===== src/rtl/drt_pkg.sv =====
package drt_pkg;

    typedef enum logic {
        T_HALTED   = 1'b0,
        T_COUNTING = 1'b1
    } timer_state_e;

    localparam int DEF_CNT_W       = 16;
    localparam int DEF_PRESCALE    = 10;
    localparam int DEF_SYNC_STAGES = 2;

endpackage


===== src/rtl/drt_tick_sync.sv =====
module drt_tick_sync #(
    parameter int STAGES = 2
) (
    input  logic clk,
    input  logic rst_n,
    input  logic tick_async,
    output logic tick_pulse
);
    // chain[STAGES-1] is the synchronized level; chain[STAGES] is its history.
    logic [STAGES:0] chain;

    always_ff @(posedge clk) begin
        if (!rst_n) chain[0] <= 1'b0;
        else        chain[0] <= tick_async;
    end

    generate
        for (genvar i = 1; i <= STAGES; i++) begin : g_stage
            always_ff @(posedge clk) begin
                if (!rst_n) chain[i] <= 1'b0;
                else        chain[i] <= chain[i-1];
            end
        end
    endgenerate

    // Falling edge of the synchronized level: it was high and is now low.
    assign tick_pulse = chain[STAGES] & ~chain[STAGES-1];

    // with each input level held two clocks or more, the pulse never repeats on adjacent cycles
    a_r2_single_pulse: assert property (@(posedge clk) disable iff (!rst_n)
        tick_pulse |=> !tick_pulse);

endmodule


===== src/rtl/drt_prescaler.sv =====
module drt_prescaler #(
    parameter int DIV = 10
) (
    input  logic clk,
    input  logic rst_n,
    input  logic tick_in,
    output logic tick_out
);
    localparam int PW = (DIV > 1) ? $clog2(DIV) : 1;
    localparam logic [PW-1:0] LAST = PW'(DIV - 1);

    logic [PW-1:0] phase;

    always_ff @(posedge clk) begin
        if (!rst_n) begin
            phase <= '0;
        end else if (tick_in) begin
            if (phase == LAST) phase <= '0;
            else               phase <= phase + PW'(1);
        end
    end

    assign tick_out = tick_in && (phase == LAST);

    // the phase never leaves its range
    a_r4_phase_range: assert property (@(posedge clk) disable iff (!rst_n)
        phase <= LAST);

    // with no tick the phase holds
    a_r4_phase_hold: assert property (@(posedge clk) disable iff (!rst_n)
        !tick_in |=> $stable(phase));

endmodule


===== src/rtl/drt_interval_timer.sv =====
module drt_interval_timer
    import drt_pkg::*;
#(
    parameter int W = 16
) (
    input  logic         clk,
    input  logic         rst_n,
    input  logic         step,
    input  logic         load,
    input  logic [W-1:0] load_val,
    input  logic         start,
    input  logic         stop,
    output logic [W-1:0] count,
    output logic         ovf_flag,
    output logic         irq
);
    timer_state_e state, state_nxt;
    logic         wrap;

    // State register
    always_ff @(posedge clk) begin
        if (!rst_n) state <= T_HALTED;
        else        state <= state_nxt;
    end

    // Transitions: stop outranks start
    always_comb begin
        state_nxt = state;
        unique case (state)
            T_HALTED:   if (start && !stop) state_nxt = T_COUNTING;
            T_COUNTING: if (stop)           state_nxt = T_HALTED;
            default:                        state_nxt = T_HALTED;
        endcase
    end

    assign wrap = (state == T_COUNTING) && step && !load && (count == '1);

    // Outputs: count, sticky flag, interrupt pulse
    always_ff @(posedge clk) begin
        if (!rst_n) begin
            count    <= '0;
            ovf_flag <= 1'b0;
            irq      <= 1'b0;
        end else begin
            if (load)
                count <= load_val;
            else if ((state == T_COUNTING) && step)
                count <= count + W'(1);
            irq      <= wrap;
            ovf_flag <= ovf_flag | wrap;
        end
    end

    // a counting tick without load advances by one
    a_r3_step: assert property (@(posedge clk) disable iff (!rst_n)
        (state == T_COUNTING && step && !load) |=> count == $past(count) + W'(1));

    // halted and not loaded holds the count
    a_r5_hold: assert property (@(posedge clk) disable iff (!rst_n)
        (state == T_HALTED && !load) |=> $stable(count));

    // load wins over everything
    a_r6_load: assert property (@(posedge clk) disable iff (!rst_n)
        load |=> count == $past(load_val));

    // stop always lands in T_HALTED
    a_r7_stop_wins: assert property (@(posedge clk) disable iff (!rst_n)
        stop |=> state == T_HALTED);

    // interrupt coincides with a zero count and a set flag
    a_r8_irq_wrap: assert property (@(posedge clk) disable iff (!rst_n)
        irq |-> (count == '0) && ovf_flag);

    // flag is sticky
    a_r9_sticky: assert property (@(posedge clk) disable iff (!rst_n)
        ovf_flag |=> ovf_flag);

endmodule


===== src/rtl/dual_rate_interval_timer.sv =====
module dual_rate_interval_timer
    import drt_pkg::*;
#(
    parameter int CNT_W       = DEF_CNT_W,
    parameter int PRESCALE    = DEF_PRESCALE,
    parameter int SYNC_STAGES = DEF_SYNC_STAGES
) (
    input  logic             clk,
    input  logic             rst_n,
    input  logic             tick_async,
    input  logic             a_load,
    input  logic [CNT_W-1:0] a_load_val,
    input  logic             a_start,
    input  logic             a_stop,
    input  logic             b_load,
    input  logic [CNT_W-1:0] b_load_val,
    input  logic             b_start,
    input  logic             b_stop,
    output logic [CNT_W-1:0] a_count,
    output logic [CNT_W-1:0] b_count,
    output logic             a_ovf_flag,
    output logic             b_ovf_flag,
    output logic             a_irq,
    output logic             b_irq
);
    logic fine_tick;
    logic coarse_tick;

    drt_tick_sync #(.STAGES(SYNC_STAGES)) u_sync (
        .clk        (clk),
        .rst_n      (rst_n),
        .tick_async (tick_async),
        .tick_pulse (fine_tick)
    );

    drt_prescaler #(.DIV(PRESCALE)) u_pre (
        .clk      (clk),
        .rst_n    (rst_n),
        .tick_in  (fine_tick),
        .tick_out (coarse_tick)
    );

    drt_interval_timer #(.W(CNT_W)) u_tmr_a (
        .clk      (clk),
        .rst_n    (rst_n),
        .step     (fine_tick),
        .load     (a_load),
        .load_val (a_load_val),
        .start    (a_start),
        .stop     (a_stop),
        .count    (a_count),
        .ovf_flag (a_ovf_flag),
        .irq      (a_irq)
    );

    drt_interval_timer #(.W(CNT_W)) u_tmr_b (
        .clk      (clk),
        .rst_n    (rst_n),
        .step     (coarse_tick),
        .load     (b_load),
        .load_val (b_load_val),
        .start    (b_start),
        .stop     (b_stop),
        .count    (b_count),
        .ovf_flag (b_ovf_flag),
        .irq      (b_irq)
    );

    // the coarse tick only ever accompanies a fine tick
    a_r4_coarse_subset: assert property (@(posedge clk) disable iff (!rst_n)
        coarse_tick |-> fine_tick);

endmodule


===== config.mk =====
export PLATFORM = sky130hd
export DESIGN_NAME = dual_rate_interval_timer
export DESIGN_NICKNAME = d
export VERILOG_FILES = /design/src/rtl/drt_pkg.sv /design/src/rtl/drt_tick_sync.sv /design/src/rtl/drt_prescaler.sv /design/src/rtl/drt_interval_timer.sv /design/src/rtl/dual_rate_interval_timer.sv
export SDC_FILE = /design/constraint.sdc
export NUM_CORES = 1
export LEC_CHECK = 0
export CORE_ASPECT_RATIO = 0.7
export CORE_MARGIN = 5
export CORE_UTILIZATION = 45
export DETAILED_ROUTE_END_ITERATION = 12
export MAX_ROUTING_LAYER = met4
export PLACE_DENSITY = 0.83
export SLEW_MARGIN = 25
export SYNTH_ARGS = -nofsm -noshare
export SYNTH_HDL_FRONTEND = slang
export SYNTH_SLANG_ARGS = --single-unit

===== constraint.sdc =====
create_clock -name clk -period 2.8 [get_ports clk]
set_clock_uncertainty 0.2 [all_clocks]
set_input_delay 0.7 -clock clk [delete_from_list [all_inputs] [get_ports clk]]
set_output_delay 0.7 -clock clk [all_outputs]
set_load 0.01 [all_outputs]

; Yosys cells after proc, flatten, opt, wreduce, memory -nomap -nowiden
; Index checks and enable logic that the tools add are counted.
[totals]
output_inout_bits = 36
regBits = 45
word_cells = 50
[op_classes]
n_reduce_logical = 15
bitwise_logic = 6
n_addsub = 3
n_eq_ne = 3
n_mux = 11
[ops]
columns = operator, n
row1 = $mux W16, 4
row2 = $add A16 B1 Y16 const B, 2
row3 = $eq A16 B16 Y1 const B, 2
row4 = $logic_and A1 B1 Y1, 9
row5 = $add A4 B1 Y4 const B, 1
row6 = $eq A4 B4 Y1 const B, 1
row7 = $logic_not A1 Y1, 4
row8 = $mux W1, 4
row9 = $mux W4, 1
row10 = $pmux W1 S2, 2
row11 = $reduce_bool A2 Y1, 2
row12 = $not A1 Y1, 3
row13 = $or A1 B1 Y1, 2
row14 = $and A1 B1 Y1, 1

; Longest topological paths before layout
; Gate-level depths: netlist of run 1.
[depth]
depth_word = 7
mapped_depth = 6

; Modules after synthesis
; From an unflattened synthesis of run 1, not the netlist that was laid out.
[unflattened]
hier_cells = 253
hier_area_um2 = 2269.7
[modules_own_cells]
columns = module, instances, area_per_inst_um2, seq_area_each_um2, cells_each
row1 = drt_interval_timer at u_tmr_a, 1, 994.7, 380.4, 115
row2 = drt_interval_timer at u_tmr_b, 1, 989.7, 380.4, 109
row3 = drt_prescaler, 1, 196.4, 80.1, 22
row4 = drt_tick_sync, 1, 88.8, 60.1, 7

; Worst setup path after synthesis of run 1
; Ideal clock, no wire load.
[synth_path]
path_kind = reg2reg
startpoint = register u_tmr_a.count[3]
endpoint = register u_tmr_a.count[9]
required_time_ps = 2526
setup_slack_ps = 946
setup_ps = 74
stages_incl_launch_ff = 5
synth_period_minus_slack_ps = 1854
path_buffers = 0
arrival_time_ps = 1580
cell_sequence = dfxtp_1 > nand4_1 > or4_4 > or3_1 > a31oi_1
[synth_via]
elab_chain_len = 3
[synth_lines]
columns = item, line_no
row1 = start: declaration, drt_interval_timer.sv:13  ; output logic [W-1:0] count,
row2 = start signal: assignment, drt_interval_timer.sv:46  ; count <= load_val;
row3 = start signal: assignment, drt_interval_timer.sv:48  ; count <= count + W'(1);
row4 = $add A16 B1 Y16, drt_interval_timer.sv:48
row5 = $mux W16, drt_interval_timer.sv:47  ; else if ((state == T_COUNTING) && step)
row6 = $mux W16, drt_interval_timer.sv:45  ; if (load)
; No other way between the ends. The select of a mux whose other input is x is not followed.
; A chain may end at the register's enable or synchronous reset.

; Final worst setup path of run 1
[layout_path]
startpoint = register u_tmr_b.count[6]
endpoint = output port b_count[6]
[layout_lines]
columns = item, line_no
row1 = start: declaration, drt_interval_timer.sv:13
row2 = start signal: assignment, drt_interval_timer.sv:46
row3 = start signal: assignment, drt_interval_timer.sv:48
row4 = end: declaration, dual_rate_interval_timer.sv:20  ; output logic [CNT_W-1:0] b_count,
; No word-level cell between the ends.

==> impl_metrics.toml, run 1 <==
[status]
status = "finished clean"

[power_and_ir_drop]
total_power_mw = 1.35
p_int_mw = 0.989
switchingPower_mw = 0.358
seq_power_share_pct = 53.6
p_per_area_nw_per_um2 = 428
p_comb_share_pct = 16.8
p_leak_nw = 1.10
swShare_pct = 26.6
pwr-share-clk_pct = 29.6
peakVddDrop_mv = 0.262

[critical_path]
worstSetupPathType = "flip-flop to output pin"
endpoint_kind = "output pin"
critPathMaxStageDelay_ns = 0.59
crit_arrival_ns = 1.36
worst_path_dominant_cell_family = "buffers and inverters"
path_max_fanout = 6
cp_num_buf_inv = 1
path_cells = "clkdlybuf4s50_1"
critPathSlowestCell = "clkdlybuf4s50_1"
start_kind = "flip-flop"
worstPathRequired_ns = 1.90

[job]
drv_cap = 0

[clock_network]
cts_tree = "done"
htreeDepth = 2
root_buffer = "clkbuf_8"
cts_buffer_depth = 2
postCtsSetupBuffers = 0
cts.sinks = 45
cts-hold-fix-buffers = 0
numCtsBuffers = 5
clock_latency_ns = 0.30
cts_resized = 0
path_clk_slew_ns = 0.08

[route]
first_iter_violations = 152
viasPerCell = 5.59
num_vias = 2248
met2_length_mm = 2.60
topRoutingLayerUsed = "met4"
firstDrtPassIters = 6
drt.antenna.violating_nets = 0
wl_mm = 6.03
m1WireLength_mm = 2.83
wl_met3_um = 511
routedWlPerCell_um = 15.0
remaining_drc_errors = 0

[yosys]
synth-simple-area-share_pct = 27.5
netlist_top_cells_area = "dfxtp_1 (40%), o21ai_0 (7.8%), xnor2_1 (5.9%)"
synth_ff_type = "dfxtp_1"
synth_nets = 299
synth_top_family_by_area = "simple AND/OR/NAND/NOR gates"
netlist_instances = 256
async_flop_share_pct = 0
synth-adder-area-share_pct = 1.12
ys_ff_latch = 45
yosysSeqAreaShare_pct = 40.3
syn_area_um2 = 2230
synth-compound-area-share_pct = 19.5
synth_top_cell_by_area = "dfxtp_1"
ys_types = 42
synth_top_cell_area_share_pct = 40.3
synthMuxAreaShare_pct = 1.79
synth_edf_count = 0
ys.warnings.count = 0
postSynthAreaPerCell_um2 = 8.73
synth-xor-area-share_pct = 6.66

[floorplan]
initial_core_util_pct = 46.7
die_h_um = 69.0
dieArea_um2 = 6500
row_count = 21
io_pins = 77
die_w_um = 94.2
core_area_um2 = 4780

[timing]
min_period_over_period_pct = 80.6
maxSlewHeadroom_pct = 54.4
report.final.slew_viol_count = 0
rsz0062_at_grt = "false"
period_needed_ns = 2.26
fin_setup_tns_ns = 0
final-setup-viol-count = 0
finalHoldViolCount = 0
max_freq_mhz = 443
tightest_slew_ns = 0.678

[cells_and_area]
fill_cells = 422
layout_common_cells = "clkdlybuf4s50_1 (76), dfxtp_1 (45), o21ai_0 (35), xnor2_1 (15), a21oi_1 (14)"
final_common_cell = "clkdlybuf4s50_1"
final_cells = 402
antenna_cells = 0
syn_to_final_growth_pct = 40.9
fin_nets = 375
drive_above_1_share_pct = 5.71

[placed_design]
portBuffers = 76
dp_cells = 394
place_congestion = 0.885
dp_hpwl_mm = 4.43

[grt]
grt_use_total_pct = 19.3
grt-ovfl-total = 0
grt_max_degree = 39
antenna_found_initial = 0
first_global_vias = 1981
grt_pass1_wl_mm = 9.54

[worst_hold_path]
hold_path.class = "flip-flop to flip-flop"
[cells by family (layout without fill, tap and decap cells)]
group / Yosys count / count (layout)
AND/OR/NAND/NOR: 94 / 94
AO/OA/AOI/OAI: 76 / 76
flip-flops: 45 / 45
buffers and inverters: 18 / 95
XOR/XNOR: 17 / 17
multiplexers: 4 / 4
adder cells (fa/ha/maj): 2 / 2
[worst reg2reg max path, delay by kind of cell, from the launching register on]
family	cells	cell delay (ns)
flops	1	0.45
simple gates	4	1.13
fa+ha+maj	1	0.20
buf+inv	1	0.19
[sequential cells by signal, indices dropped and copies added, names as in the netlist, 3 cells and up]
signal,count
u_sync.chain,3
u_pre.phase,4
u_tmr_a.count,16
u_tmr_b.count,16
[per-stage QoR]
step           hold WS (ns)  util (%)  area, µm²  worst slack (ns)
2_1_floorplan         0.212         -       2230             0.946
3_3_place_gp          0.223      64.1       3070             0.641
3_5_place_dp          0.223      64.1       3070             0.592
4_1_cts               0.243      65.9       3150             0.544
5_1_grt               0.262      65.9       3150             0.481
6_report              0.244      65.9       3150             0.543
[layout make-up]
class	instances	area [µm²]	area share (%)
multi-input combinational	193	1270	40.2
timing repair buffer	79	783	24.9
inverter	8	30.0	0.954
clock buffer	6	72.6	2.30
sequential	45	901	28.6
clock inverter	2	10.0	0.318
tap	69	86.3	2.74
[cells in the mapped netlist (all sizes together), types with 2 or more instances]
cell    instances
and2            6
nor4            5
nand4           6
clkbuf         10
o31ai           6
mux2i           4
dfxtp          45
ha              2
xnor2          15
nor2            8
a211oi          3
a31oi          13
and3            3
nand3          10
and4            4
nor3            8
and4bb          2
o21a            2
a21oi          14
xor2            2
nand2          11
nand3b          2
nor2b           4
nor3b           2
o21ai          35
or4             7
or3             7
nand2b          2
nand4b          2
inv             8
[power by group through the flow]
stage | Clock [mW] | Sequential, mW | Combinational [mW]
2_1_floorplan | 0 | 0.742 | 0.0763
3_3_place_gp | 0 | 0.734 | 0.222
3_5_place_dp | 0 | 0.736 | 0.227
4_1_cts | 0.408 | 0.721 | 0.228
5_1_grt | 0.440 | 0.729 | 0.247
6_report | 0.398 | 0.722 | 0.227
[per-layer routing]
layer	GRT usage, %	vias to the layer above
met3	4.88	13
met1	27.1	1028
met4	6.31	0
met2	27.0	94
met5	-	-
li1	-	1113
[path summary, 6_finish.rpt]
check | startpoint | slack, ns | endpoint | cells past startpoint
min | u_sync.chain[0] | 0.24 | u_sync.chain[1] | 1
max | u_tmr_b.count[6] | 0.54 | b_count[6] | 1
max reg2reg | u_tmr_b.count[0] | 0.59 | u_tmr_b.irq | 6
min reg2reg | u_sync.chain[0] | 0.24 | u_sync.chain[1] | 1
Note: power is estimated with default switching activity, not from simulation.
==> run 2: changes to the inputs <==
CORE_UTILIZATION = 41   (was 45)
PLACE_DENSITY = 0.79   (was 0.83)
clock period = 2 ns   (was 2.8 ns; I/O delays follow)
==> run 2 against run 1 <==
Compared with the run above:
- die area increased by 8.5%
- critical endpoint is now a_count[6]
- setup slack got worse by 0.51 ns
- final cell count up 6.0%
- critical path depth stayed put
- core utilization is 1.9 points lower
- worst hold slack lost 0.0035 ns
- sequential power rose by 39%
- combinational power increased by 57%
- final area grew 6.8%
- critical path type unchanged
- global-route usage is 0.61 points lower
- highest routed layer unchanged
- clock power is 39% higher
==> impl_metrics.toml, run 2 (synthesized netlist as in run 1, its figures left out) <==
[power_and_ir_drop]
p_per_area_nw_per_um2 = 569
pwr-share-clk_pct = 29.0
peakVddDrop_mv = 0.334
seq_power_share_pct = 52.4
switchingPower_mw = 0.503
swShare_pct = 26.3
p_int_mw = 1.41
p_leak_nw = 1.31
p_comb_share_pct = 18.6

[clock_network]
cts-hold-fix-buffers = 0
cts_buffer_depth = 2
clock_latency_ns = 0.29
root_buffer = "clkbuf_8"
postCtsSetupBuffers = 0
htreeDepth = 2
cts_tree = "done"
cts.sinks = 45
path_clk_slew_ns = 0.09
numCtsBuffers = 5

[worst_hold_path]
hold_path.class = "flip-flop to flip-flop"

[floorplan]
core_area_um2 = 5260
row_count = 22
io_pins = 77
initial_core_util_pct = 42.5
dieArea_um2 = 7050
die_h_um = 71.8
die_w_um = 98.2

[critical_path]
cp_num_buf_inv = 1
path_max_fanout = 5
worstSetupPathType = "flip-flop to output pin"
critPathSlowestCell = "clkdlybuf4s50_1"
crit_arrival_ns = 1.27
endpoint_kind = "output pin"
path_cells = "clkdlybuf4s50_1"
worst_path_dominant_cell_family = "buffers and inverters"
rrSetupSlack_ns = 0.10
worstPathRequired_ns = 1.30
start_kind = "flip-flop"
critPathMaxStageDelay_ns = 0.57

[timing]
min_period_over_period_pct = 98.4
period_needed_ns = 1.97
fin_setup_tns_ns = 0
max_freq_mhz = 508
final-setup-viol-count = 0
maxSlewHeadroom_pct = 73.1
finalHoldViolCount = 0
tightest_slew_ns = 0.400
rsz0062_at_grt = "false"
timing.hold.ws_ns = 0.241
report.final.slew_viol_count = 0

[cells_and_area]
final_common_cell = "clkdlybuf4s50_1"
layout_common_cells = "clkdlybuf4s50_1 (65), o21ai_0 (35), dfxtp_1 (31), buf_4 (23), xnor2_1 (15)"
post-route-util_pct = 64.0
antenna_cells = 0
fin_nets = 396
syn_to_final_growth_pct = 50.6
largestRegisters = "u_tmr_a.count x16, u_tmr_b.count x16, u_pre.phase x4"
fin_area_um2 = 3360
drive_above_1_share_pct = 15.3

[grt]
grt_pass1_wl_mm = 10.5
grt_max_degree = 29
antenna_found_initial = 0
first_global_vias = 2270
grt_use_total_pct = 18.7
grt-ovfl-total = 0

[placed_design]
place_area_um2 = 3240
place_congestion = 0.880
dp_hpwl_mm = 4.95
portBuffers = 76

[status]
status = "finished clean"

[route]
drt.antenna.violating_nets = 0
first_iter_violations = 202
num_vias = 2300
remaining_drc_errors = 0
wl_mm = 6.50
routedWlPerCell_um = 15.3
firstDrtPassIters = 6
viasPerCell = 5.40

[job]
drv_cap = 0
## run 2: cell count changes in the layout (fill, tap and decap cells not counted), sizes merged
| cell | previous run | this run |
|---|---|---|
| dlygate4sd2 | 0 | 5 |
| clkinv | 2 | 0 |
| buf | 3 | 24 |
| clkbuf | 6 | 7 |
| clkinvlp | 0 | 1 |
| dlymetal6s2s | 0 | 6 |
| clkdlybuf4s50 | 76 | 65 |
## run 2: path summary, 6_finish.rpt
| path | from | to | depth (start not counted) |
|---|---|---|---|
| setup / recovery | u_tmr_a.count[6] | a_count[6] | 1 |
| hold / removal | u_sync.chain[0] | u_sync.chain[1] | 1 |
| setup reg to reg | u_sync.chain[1] | u_tmr_a.count[13] | 4 |
| hold reg to reg | u_sync.chain[0] | u_sync.chain[1] | 1 |
## run 2: final cells by class
type                       instances  area [µm²]
clock buffer                       7        76.3
clock inverter                     1        7.51
fill                             446        1890
inverter                           8        30.0
multi-input combinational        193        1280
sequential                        45         918
tap                               72        90.1
timing repair buffer             100         962
## run 2: through the flow
stage          instances  worst slack (ns)  power (mW)
2_1_floorplan        256             0.146        1.15
3_3_place_gp         418             0.116        1.37
3_5_place_dp         418            0.0259        1.38
4_1_cts              426          0.000668        1.92
5_1_grt              426           0.00386        1.99
6_report             426            0.0312        1.91
## run 2: repair_timing
item                                    in CTS  in global routing
endpoints found under the setup margin      10                 21
pin swaps                                    0                  4
gates resized for setup                     10                 17
## run 2: layer usage
layer	routed length (µm)	vias to the layer above	share of wire, %	GRT usage [%]
met2	2940	67	45	28.8
met5	0	-	0	-
met4	31	0	0.48	4.85
met1	3160	1079	49	25.0
li1	-	1150	-	-
met3	364	4	5.6	4.28
## run 2: power by group through the flow
stage | logic, mW | clock network [mW] | registers [mW]
final | 0.357 | 0.555 | 1.00
after floorplan | 0.107 | 0 | 1.04
after global routing | 0.386 | 0.597 | 1.01
after CTS | 0.362 | 0.563 | 0.998
after global placement | 0.357 | 0 | 1.02
after detailed placement | 0.364 | 0 | 1.02
==> run 3: changes to the inputs <==
CELL_PAD_IN_SITES_DETAIL_PLACEMENT = 0   (was not set)
CELL_PAD_IN_SITES_GLOBAL_PLACEMENT = 1   (was not set)
CORE_UTILIZATION = 30   (was 41)
PLACE_DENSITY = 0.8   (was 0.79)
clock period = 1.8 ns   (was 2 ns; I/O delays follow)
==> run 3 against run 2 <==
Compared with the run above:
- the flow now finishes with violations (setup timing)
- global-route usage is 3.1 points lower
- critical path depth increased by 3
- first-iteration DRC count down 54%
- final area increased by 10%
- sequential power rose by 11%
- register-to-register slack got worse by 0.16 ns
- core utilization down 13 points
- worst hold slack better by 0.016 ns
- largest cell class unchanged
- largest power group unchanged
- highest routed layer unchanged
==> impl_metrics.toml, run 3 (synthesized netlist as in run 1, its figures left out) <==
[job]
drv_cap = 0

[power_and_ir_drop]
peakVddDrop_mv = 0.484
p_leak_nw = 1.54
p_per_area_nw_per_um2 = 624

[timing]
finalHoldViolCount = 0
tightest_slew_ns = 0.389
max_freq_mhz = 537
rsz0062_at_grt = "true"
final-setup-viol-count = 4
fin_ws_ns = -0.0623
period_needed_ns = 1.86
min_period_over_period_pct = 103
maxSlewHeadroom_pct = 73.8
report.final.slew_viol_count = 0

[grt]
busiest_layer = "met2"
antenna_found_initial = 0
grt_use_total_pct = 15.6
gr-usage-met3_pct = 2.84
grt_pass1_wl_mm = 11.5
grt-ovfl-total = 0
first_global_vias = 2390
grt_max_degree = 26
met2_usage_pct = 23.7
grt_use_met1_pct = 22.2

[clock_network]
cts_tree = "done"
numCtsBuffers = 5
root_buffer = "clkbuf_8"
clock_latency_ns = 0.30
cts.sinks = 45
htreeDepth = 2
cts_buffer_depth = 2
cts-hold-fix-buffers = 0
path_clk_slew_ns = 0.09

[critical_path]
startpoint = "u_tmr_a.count[5]"
timing.rr.start = "u_tmr_a.count[5]"
endpoint_kind = "flip-flop"
path_cells = "nand4_1 > or4_4 > or3_1 > a31oi_1"
cp_num_buf_inv = 0
path_max_fanout = 7
critPathSlowestCell = "or4_4"
crit_arrival_ns = 1.88
worst_path_dominant_cell_family = "simple AND/OR/NAND/NOR gates"
rrSetupSlack_ns = -0.06
start_kind = "flip-flop"
worstSetupPathType = "flip-flop to flip-flop"
critPathMaxStageDelay_ns = 0.57
worstPathRequired_ns = 1.82

[route]
drt.antenna.violating_nets = 0
num_vias = 2445
firstDrtPassIters = 4
routedWlPerCell_um = 14.9
first_iter_violations = 92
wl_mm = 7.25
remaining_drc_errors = 0
viasPerCell = 5.02

[cells_and_area]
drive_above_1_share_pct = 27.8
largestRegisters = "u_tmr_a.count x16, u_tmr_b.count x16, u_pre.phase x4"
final_common_cell = "buf_4"
fin_nets = 431
syn_to_final_growth_pct = 66.1
fill_cells = 737
antenna_cells = 0
post-route-util_pct = 50.9
layout_common_cells = "buf_4 (57), clkdlybuf4s50_1 (40), o21ai_0 (35), dlygate4sd2_1 (35), dfxtp_1 (25)"
final_cells = 487

[worst_hold_path]
hold_path.class = "flip-flop to flip-flop"
worstHoldStart = "u_sync.chain[0]"

[floorplan]
row_count = 26
dieArea_um2 = 9300
io_pins = 77
initial_core_util_pct = 30.7
die_w_um = 113
core_area_um2 = 7290
die_h_um = 82.2

[status]
status = "finished, violations left"
violations = "setup timing"

[placed_design]
pre_cts_slack_ns = -0.156
dp_hpwl_mm = 5.33
place_congestion = 0.775
portBuffers = 76
dp_cells = 471
run 3: cell types whose count changed in the layout (fill, tap and decap cells not counted), moves of 3 or more:
cell / change
dlymetal6s2s_1: -6
clkdlybuf4s50_1: -25
buf_4: +34
dfxtp_1: -6
dlygate4sd2_1: +30
dfxtp_2: +3
dfxtp_4: +3
run 3: final cells by class:
cell class,instances,area [µm²],area share [%]
repair buffers,134,1160,31.2
inverters,8,30.0,0.809
clock buffers,7,86.3,2.33
well taps,98,123,3.30
flip-flops and latches,45,933,25.1
multi-input cells,194,1350,36.4
clock inverters,1,30.0,0.809
run 3: layer usage:
layer  up-vias  part of all wire [%]
met3         2                   4.2
met5         -                     0
li1       1223                     -
met2        59                    44
met1      1161                    51
met4         0                  0.47
run 3: worst register-to-register path, delay by kind of cell (launching register included):
family	cells	cell delay [ns]
simple gates	3	1.06
flops	1	0.34
compound gates	1	0.18
run 3: report_power, final:
part           internal (mW)  total, mW  switching, mW
combinational          0.234      0.407          0.173
clock                  0.453      0.801          0.347
sequential              1.05       1.11         0.0554
run 3: metrics by stage:
stage / hold slack (ns) / total power, mW / cell area (µm²) / setup TNS (ns)
finish: 0.257 / 2.32 / 3710 / -0.122
floorplan: 0.212 / 1.27 / 2250 / 0
detailed placement: 0.237 / 1.57 / 3480 / -1.05
CTS: 0.259 / 2.33 / 3630 / -0.0791
global route: 0.295 / 2.42 / 3710 / -0.583
global placement: 0.222 / 1.56 / 3480 / -0.419
run 3: timing repair:
action | in CTS | in global routing
buffers inserted | 5 | 2
resized for setup | 50 | 19
pin swaps | 7 | 14
setup endpoints to repair | 51 | 20
gates cloned | 1 | 0
run 3: worst paths after layout:
| kind | cells after the start | end |
|---|---|---|
| worst max register to register | 4 | u_tmr_a.count[13] |
| worst max-delay path | 4 | u_tmr_a.count[13] |
| worst min register to register | 1 | u_sync.chain[1] |
| worst min-delay path | 1 | u_sync.chain[1] |
